`src/rtl/prio_irq_ctrl.sv`:
```
module prio_irq_ctrl #(
  parameter int VW = 8
) (
  input  logic          clk,
  input  logic          rst_n,
  input  logic [7:0]    irq,
  input  logic          sel,
  input  logic          wr,
  input  logic [7:0]    wdata,
  output logic [7:0]    rdata,
  input  logic          ack,
  input  logic          int_en,
  input  logic          en_in,
  output logic          grp_int,
  output logic          vec_valid,
  output logic [VW-1:0] vec
);
  localparam int NL = 8;
  localparam int IW = $clog2(NL);

  logic [NL-1:0] irr, imr, isr, acr, prev_act;
  logic [NL-1:0] irr_n, imr_n, isr_n, acr_n;
  logic [7:0]    mode, mode_n;
  logic [IW-1:0] top, vidx, win, top_eff;
  logic          vpre;
  logic [VW-1:0] mem [NL];

  logic [NL-1:0] act, rise, fence, elig, line_bit, sel_reg;
  logic          pend, ack_ok, cmd_wr, dat_wr;
  logic [2:0]    op;

  assign act      = mode[4] ? irq : ~irq;
  assign rise     = act & ~prev_act;
  assign cmd_wr   = wr & ~sel;
  assign dat_wr   = wr & sel;
  assign op       = wdata[7:5];
  assign line_bit = NL'(1) << wdata[IW-1:0];
  assign top_eff  = mode[0] ? top : '0;

  always_comb begin
    logic blk;
    blk = 1'b0;
    for (int i = 0; i < NL; i++) begin
      blk = blk | isr[i];
      fence[i] = mode[0] ? ~|isr : ~blk;
    end
  end

  assign elig = irr & ~imr & fence;
  assign pend = |elig;

  always_comb begin
    logic [IW-1:0] idx;
    win = '0;
    for (int k = NL - 1; k >= 0; k--) begin
      idx = top_eff + IW'(k);
      if (elig[idx]) win = idx;
    end
  end

  assign grp_int = pend & mode[7] & ~mode[2] & en_in & int_en;
  assign ack_ok  = ack & grp_int;

  always_comb begin
    case (mode[6:5])
      2'b00:   sel_reg = isr;
      2'b01:   sel_reg = imr;
      2'b10:   sel_reg = irr;
      default: sel_reg = acr;
    endcase
  end

  assign rdata = sel ? sel_reg
                     : {~|(irr & ~imr), en_in, mode[0], mode[2], mode[7], 3'b000};

  always_comb begin
    irr_n  = irr | rise;
    imr_n  = imr;
    isr_n  = isr;
    acr_n  = acr;
    mode_n = mode;
    if (cmd_wr) begin
      case (op)
        3'd0: if (wdata == 8'h00) begin
                irr_n  = '0;
                imr_n  = '1;
                mode_n = '0;
              end else if (wdata[4]) begin
                mode_n[7:5] = wdata[2:0];
              end
        3'd1: irr_n = irr_n & ~line_bit;
        3'd2: irr_n = irr_n | line_bit;
        3'd3: imr_n = imr_n & ~line_bit;
        3'd4: imr_n = imr_n | line_bit;
        3'd5: isr_n = isr_n & ~line_bit;
        3'd6: mode_n[4:0] = {wdata[4], 1'b0, wdata[2:0]};
        default: ;
      endcase
    end
    if (dat_wr && !vpre) begin
      case (mode[6:5])
        2'b00:   isr_n = wdata;
        2'b01:   imr_n = wdata;
        2'b10:   irr_n = wdata;
        default: acr_n = wdata;
      endcase
    end
    if (ack_ok) begin
      irr_n[win] = 1'b0;
      isr_n[win] = isr_n[win] | ~acr[win];
    end
  end

  always_ff @(posedge clk or negedge rst_n) begin
    if (!rst_n) begin
      irr       <= '0;
      imr       <= '1;
      isr       <= '0;
      acr       <= '0;
      mode      <= '0;
      prev_act  <= '1;
      top       <= '0;
      vpre      <= 1'b0;
      vidx      <= '0;
      vec       <= '0;
      vec_valid <= 1'b0;
    end else begin
      irr       <= irr_n;
      imr       <= imr_n;
      isr       <= isr_n;
      acr       <= acr_n;
      mode      <= mode_n;
      prev_act  <= act;
      vec_valid <= ack_ok;
      if (ack_ok) vec <= mode[1] ? mem[0] : mem[win];
      if (ack_ok && mode[0]) top <= win + IW'(1);
      if (cmd_wr && op == 3'd7) begin
        vpre <= 1'b1;
        vidx <= wdata[IW-1:0];
      end else if (dat_wr && vpre) begin
        vpre <= 1'b0;
      end
    end
  end

  always_ff @(posedge clk) begin
    if (dat_wr && vpre) mem[vidx] <= wdata[VW-1:0];
  end


  armed_gate_chk: assert property (@(posedge clk) disable iff (!rst_n)
    grp_int |-> (mode[7] && !mode[2]));


  unmasked_src_chk: assert property (@(posedge clk) disable iff (!rst_n)
    grp_int |-> ((irr & ~imr) != '0));


  rot_fence_chk: assert property (@(posedge clk) disable iff (!rst_n)
    (mode[0] && isr != '0) |-> !grp_int);


  vec_after_ack_chk: assert property (@(posedge clk) disable iff (!rst_n)
    vec_valid |-> ($past(ack) && $past(grp_int)));


  one_service_chk: assert property (@(posedge clk) disable iff (!rst_n)
    (vec_valid && !$past(wr)) |-> $onehot0(isr & ~$past(isr)));
endmodule

```
`config.mk`:
```
export PLATFORM = sky130hd
export DESIGN_NAME = prio_irq_ctrl
export DESIGN_NICKNAME = d
export VERILOG_FILES = /design/src/rtl/prio_irq_ctrl.sv
export SDC_FILE = /design/constraint.sdc
export NUM_CORES = 1
export LEC_CHECK = 0
export CAP_MARGIN = 15
export CORE_AREA = 2 2 140 142
export DETAILED_ROUTE_END_ITERATION = 16
export DIE_AREA = 0 0 142 144
export PLACE_DENSITY_LB_ADDON = 0.2
export SLEW_MARGIN = 25
export SYNTH_ARGS = -nofsm -noshare
export SYNTH_HDL_FRONTEND = slang
export SYNTH_SLANG_ARGS = --single-unit
```
`constraint.sdc`:
```
create_clock -name clk -period 8.8 [get_ports clk]
set_input_delay 0.88 -clock clk [delete_from_list [all_inputs] [get_ports clk]]
set_output_delay 0.88 -clock clk [all_outputs]
set_load 0.01 [all_outputs]
```
# After elaboration in Yosys (flattened, before gate mapping)
# Memory sizes are Yosys's and may differ from the RTL's.
# Cells that the tools add are included.
[op_classes]
bitwise = 42
n_lt_le_gt_ge = 10
reduce_logical = 21
n_eq_ne = 10
shift = 1
addsub = 8
mux = 68
[ops]
columns = ["cell", "n"]
rows = [
  ["two-way mux 8 bit", 17],
  ["one-hot mux 8 bit (3 select lines)", 3],
  ["bitwise AND 8 bit", 7],
  ["inverter 8 bit", 5],
  ["less-than comparator 3 x 4 -> 1 bit (second input constant)", 9],
  ["two-way mux 3 bit", 11],
  ["binary-select mux 1 bit (select 3 bit)", 10],
  ["bitwise OR 8 bit", 3],
  ["OR reduction 8 bit", 3],
  ["two-way mux 1 bit", 23],
  ["adder 3 bit (second input constant)", 4],
  ["== test 3 bit (second input constant)", 4],
  ["inverter 1 bit", 12],
  ["one-hot mux 5 bit (2 select lines)", 1],
  ["bitwise mux 8 bit", 1],
  ["zero test 8 bit", 1],
  ["bitwise OR 1 bit", 8],
  ["left shift 1 x 3 -> 8 bit (first input constant)", 1],
  ["bitwise AND 1 bit", 7],
  ["adder 3 x 1 -> 3 bit (second input constant)", 2],
  ["adder 3 x 2 -> 3 bit (second input constant)", 2],
  ["== test 3 x 2 -> 1 bit (second input constant)", 2],
  ["AND reduction 3 bit", 2],
  ["nonzero test 2 bit", 3],
  ["13 further kinds", 19],
]
[word_totals]
input_bits = 23
memories = 1
mem_bits_rw = 64
ff_bits = 64
[memory_table]
columns = ["name", "words", "word_bits", "rd", "rd_ports_with_merged_regs", "wr", "line", "rtl"]
rows = [
  ["mem", 8, 8, 2, 0, 1, "26", "logic [VW-1:0] mem [NL];"],
]

# Longest topological paths before layout
[depth]
ltp_word = 27
mapped_depth = 17

# Least setup slack after synthesis
# No wires, ideal clock.
[synth_timing]
path_kind = "reg2reg"
start = "reg mode[0]"
end = "reg top[1]"
setup_ns = 0.125
n_path_buf = 5
period_less_slack_ns = 3.834
slack_ns = 4.966
arrival_ns = 3.709
stages_incl_launch_ff = 17
path_cell_list = "dfrtp_1 -> buf_2 -> buf_2 -> buf_1 -> nand2_1 -> ha_1 -> clkinv_1 -> a221o_1 -> o32ai_1 -> a31oi_1 -> a211oi_1 -> nor4b_2 -> or3_1 -> buf_6 -> buf_4 -> ha_1 -> mux2_2"
[synth_between]
elab_chain_len = 13
word_cells_on_any_way = 49
[synth_lines]
columns = ["element", "line", "rtl"]
rows = [
  ["from (decl)", "23", "logic [7:0] mode, mode_n;"],
  ["from (signal assigned)", "132", "mode <= mode_n;"],
  ["two-way mux 3 bit / two-way mux 1 bit (equally long branches)", "38, 45", ""],
  ["adder 3 bit / bitwise AND 8 bit (equally long branches)", "56, 49", ""],
  ["binary-select mux 1 bit (select 3 bit)", "57", "if (elig[idx]) win = idx;"],
  ["two-way mux 1 bit (not written as such)", "57", ""],
  ["two-way mux 3 bit (8 in series)", "57", ""],
  ["adder 3 x 1 -> 3 bit", "136", "if (ack_ok && mode[0]) top <= win + IW'(1);"],
  ["to (signal assigned)", "136", ""],
  ["to (decl)", "24", "logic [IW-1:0] top, vidx, win, top_eff;"],
]
# Parallel ways exist; a longest one is shown, timed or not. The select of a mux whose other input is x is not followed.
# A chain may end at the register's enable or synchronous reset.

# Final worst setup path
[layout_timing]
start = "reg mode[0]"
end = "reg vec[5]"
[layout_between]
elab_chain_len = 14
word_cells_on_any_way = 49
[layout_lines]
columns = ["element", "line", "rtl"]
rows = [
  ["two-way mux 3 bit / two-way mux 1 bit (equally long branches)", "38, 45", ""],
  ["adder 3 bit / bitwise AND 8 bit (equally long branches)", "56, 49", ""],
  ["binary-select mux 1 bit (select 3 bit)", "57", ""],
  ["two-way mux 1 bit (not written as such)", "57", ""],
  ["two-way mux 3 bit (8 in series)", "57", ""],
  ["memory read (8 x 8 bit)", "--", ""],
  ["two-way mux 8 bit", "135", "if (ack_ok) vec <= mode[1] ? mem[0] : mem[win];"],
  ["to (signal assigned)", "135", ""],
  ["to (decl)", "16", "output logic [VW-1:0] vec"],
]
# Parallel ways exist; a longest one is shown, timed or not. The select of a mux whose other input is x is not followed.

==> flow_metrics.tcl <==
set metrics [dict create \
    cts_hold_buf 0 \
    crit_type "flip-flop to flip-flop" \
    r2r_cells 13 \
    synth.avg_cell_area_um2 10.72 \
    area_growth_pct 16.38 \
    p_switching_mw 0.8148 \
    fp.dieH_um 144 \
    place.gp.congestion 0.8789 \
    hold_violations 0 \
    worstPathRequired_ns 9.11 \
    start_kind "flip-flop" \
    critPathArrivalTime_ns 5.35 \
    p_comb_share_pct 32.5 \
    grt_pass1_wl_um 35910 \
    fin_util_pct 45.52 \
    drive_above_1_share_pct 18.01 \
    cellInternalPower_mw 1.490 \
    die_area_um2 20450 \
    crit_path_end_kind "flip-flop" \
    leakagePower_nw 3.108 \
    ys.flop_type "edfxtp_1" \
    grt_max_degree 64 \
    cts_tree "done" \
    seqPwrFrac_pct 36.0 \
    start_util_pct 39.11 \
    critPathMaxFanout 31 \
    route.vias.total 6151 \
    numClockSinks 127 \
    clk_latency_ns 0.43 \
    clock_path_buffers 2 \
    worst_pin_slew_ns 0.9663 \
    grt_usage_pct 23.49 \
    syn_area_um2 7462 \
    routedWlPerCell_um 23.35 \
    nets 757 \
    grt_pass1_vias 6038 \
    routed_wl_um 22930 \
    fin_total_pwr_mw 2.305 \
    holdPathStages 2 \
    dr.first_iter.drc_count 668 \
    synth-seq-cells 127 \
    rsz0062_at_grt "false" \
    finalMaxSlewViolations 0 \
    worst_clock_skew_ns 0.007440 \
    synth_cell_type_count 87 \
    insertedDiodeCount 0 \
    dp_hpwl_um 16310 \
    cts_resized 0 \
    syn_inst 696 \
    setup_tns_ns 0 \
    final_cells 982 \
    clock_power_share_pct 31.5 \
    yosysWarningCount 0 \
    synth_top_area_cell "edfxtp_1" \
    htree_levels 4 \
    switching_share_pct 35.35 \
    p_per_area_nw_per_um2 265.4 \
    cts_root_buf "clkbuf_16" \
    fp.coreArea_um2 19080 \
    antenna_found_initial 0 \
    dr.pass1.iters 6 \
    cts_buffers 17 \
    finalInstanceArea_um2 8685 \
    dpl.cell_count 950 \
    die_x_um 142 \
    post_cts_buffers 0 \
    max_freq_mhz 198.4 \
    slew_headroom_pct 35.58 \
    synth_top_area_share_pct 25.75 \
    via_per_inst 6.264 \
    outcome "completed" \
    placed_area_um2 8075 \
    drc 0 \
    synth-async-reset-ratio_pct 49.61 \
    antenna_left 0 \
    grt.overflow.total 0 \
    finalCritPeriodShare_pct 57.27 \
    min_period_ns 5.040 \
    ir_worst_vdd_mv 0.1678 \
    setup_violations 0 \
    whs_ns 0.5150 \
    yosysSeqAreaShare_pct 47.15 \
    min_path_type "flip-flop to flip-flop" \
    fin_ws_ns 3.760 \
    syn-num-nets 722 \
    cts.clk_slew.worst_paths_ns 0.06 \
    synth-edff-count 64 \
    placementRows 51 \
    numPortBuffers 40 \
    place_ws_ns 3.818 \
    max_cap_violations 0 \
    io_pins 41 \
    netlist_top_cells_area "edfxtp_1, dfrtp_1, dfstp_2" \
]
cells in the final DEF (no fill, tap or decap), types with 7 or more instances in the layout:
| cell | netlist | routed |
|---|---|---|
| xnor2_1 | 7 | 7 |
| edfxtp_1 | 64 | 64 |
| nand2_1 | 60 | 60 |
| o211ai_1 | 20 | 20 |
| o31ai_1 | 8 | 8 |
| o221ai_1 | 7 | 7 |
| mux4_2 | 10 | 10 |
| mux2i_1 | 18 | 18 |
| nand2b_1 | 12 | 12 |
| nor3_1 | 14 | 12 |
| a21oi_1 | 41 | 41 |
| and2_1 | 7 | 7 |
| nor2b_1 | 9 | 9 |
| dfrtp_1 | 47 | 47 |
| o221a_1 | 7 | 7 |
| nand3_1 | 18 | 18 |
| a211oi_1 | 7 | 7 |
| inv_1 | 23 | 23 |
| dfstp_2 | 16 | 16 |
| mux2_2 | 32 | 32 |
| and3_1 | 9 | 9 |
| nor2_1 | 36 | 36 |
| o21ai_1 | 7 | 7 |
| a31oi_1 | 9 | 9 |
| clkdlybuf4s50_1 | 0 | 39 |
| o21ai_0 | 45 | 45 |
| clkbuf_16 | 0 | 17 |
| buf_4 | 1 | 11 |
power by group through the flow:
| stage | clock network, mW | registers, mW | logic [mW] |
|---|---|---|---|
| after CTS | 0.736 | 0.824 | 0.744 |
| after global routing | 0.761 | 0.838 | 0.815 |
| after global placement | 0 | 0.831 | 0.732 |
| after floorplan | 0 | 0.782 | 0.529 |
| final | 0.726 | 0.830 | 0.749 |
| after detailed placement | 0 | 0.836 | 0.737 |
kinds of logic after synthesis:
group	Yosys count	share of synthesized area, %
simple gates	213	15.51
mux	63	10.76
xor+xnor	10	1.174
fa+ha+maj	3	0.5031
compound gates	218	21.23
flops	127	47.15
buf+inv	62	3.672
final cells by class:
type,instances,area (µm²)
fill,1784,10400
multi-input combinational,507,3680
sequential,127,3518
timing repair buffer,51,478.0
clock buffer,18,429.2
tap,238,297.8
clock inverter,14,180.2
inverter,27,101.3
synthesized netlist by cell type, types with 7 or more instances:
cell type  number
o31ai_1         8
and3_1          9
o21ai_1         7
nand3_1        18
mux2i_1        18
and2_1          7
dfrtp_1        47
a21oi_1        41
o221a_1         7
nor2_1         36
a211oi_1        7
clkbuf_1       21
edfxtp_1       64
o211ai_1       20
dfstp_2        16
xnor2_1         7
o21ai_0        45
nor3_1         14
mux2_2         32
o221ai_1        7
nor2b_1         9
nand2b_1       12
a31oi_1         9
nand2_1        60
mux4_2         10
inv_1          23
final timing paths:
kind,start,to,slack [ns]
worst min register to register,vec[7],vec[7],0.51
min in group asynchronous,rst_n,acr[0],0.63
max in group asynchronous,rst_n,vec[3],7.62
worst min-delay path,vec[7],vec[7],0.51
worst max register to register,mode[0],vec[5],3.76
worst max-delay path,mode[0],vec[5],3.76
flip-flops by register name (all words and copies together) (netlist names):
| name | flops |
|---|---|
| mem | 64 |
| acr | 8 |
| imr | 8 |
| irr | 8 |
| isr | 8 |
| prev_act | 8 |
| vec | 8 |
| mode | 7 |
| top | 3 |
| vidx | 3 |
| vec_valid | 1 |
| vpre | 1 |
metal layers:
metal | wire length (µm) | global-route usage (%) | up-vias
met5 | 0 | 0 | -
met4 | 378 | 7.368 | 0
met3 | 1263 | 4.238 | 27
met2 | 10980 | 37.07 | 228
met1 | 10310 | 33.01 | 3116
li1 | - | - | 2780
critical path, stage by stage (launching register included):
cell and delay, ns:
dfrtp_1 0.74, nand2_1 0.41, clkinv_1 0.37, ha_1 0.36, xnor2_1 0.56, nor2_1 0.10, a2bb2o_1 0.35, o31a_1 0.28
o21ai_0 0.46, or3_1 0.19, buf_4 0.34, mux2i_1 0.37, o221a_1 0.27, a21oi_1 0.07
(Power assumes the default switching activity.)
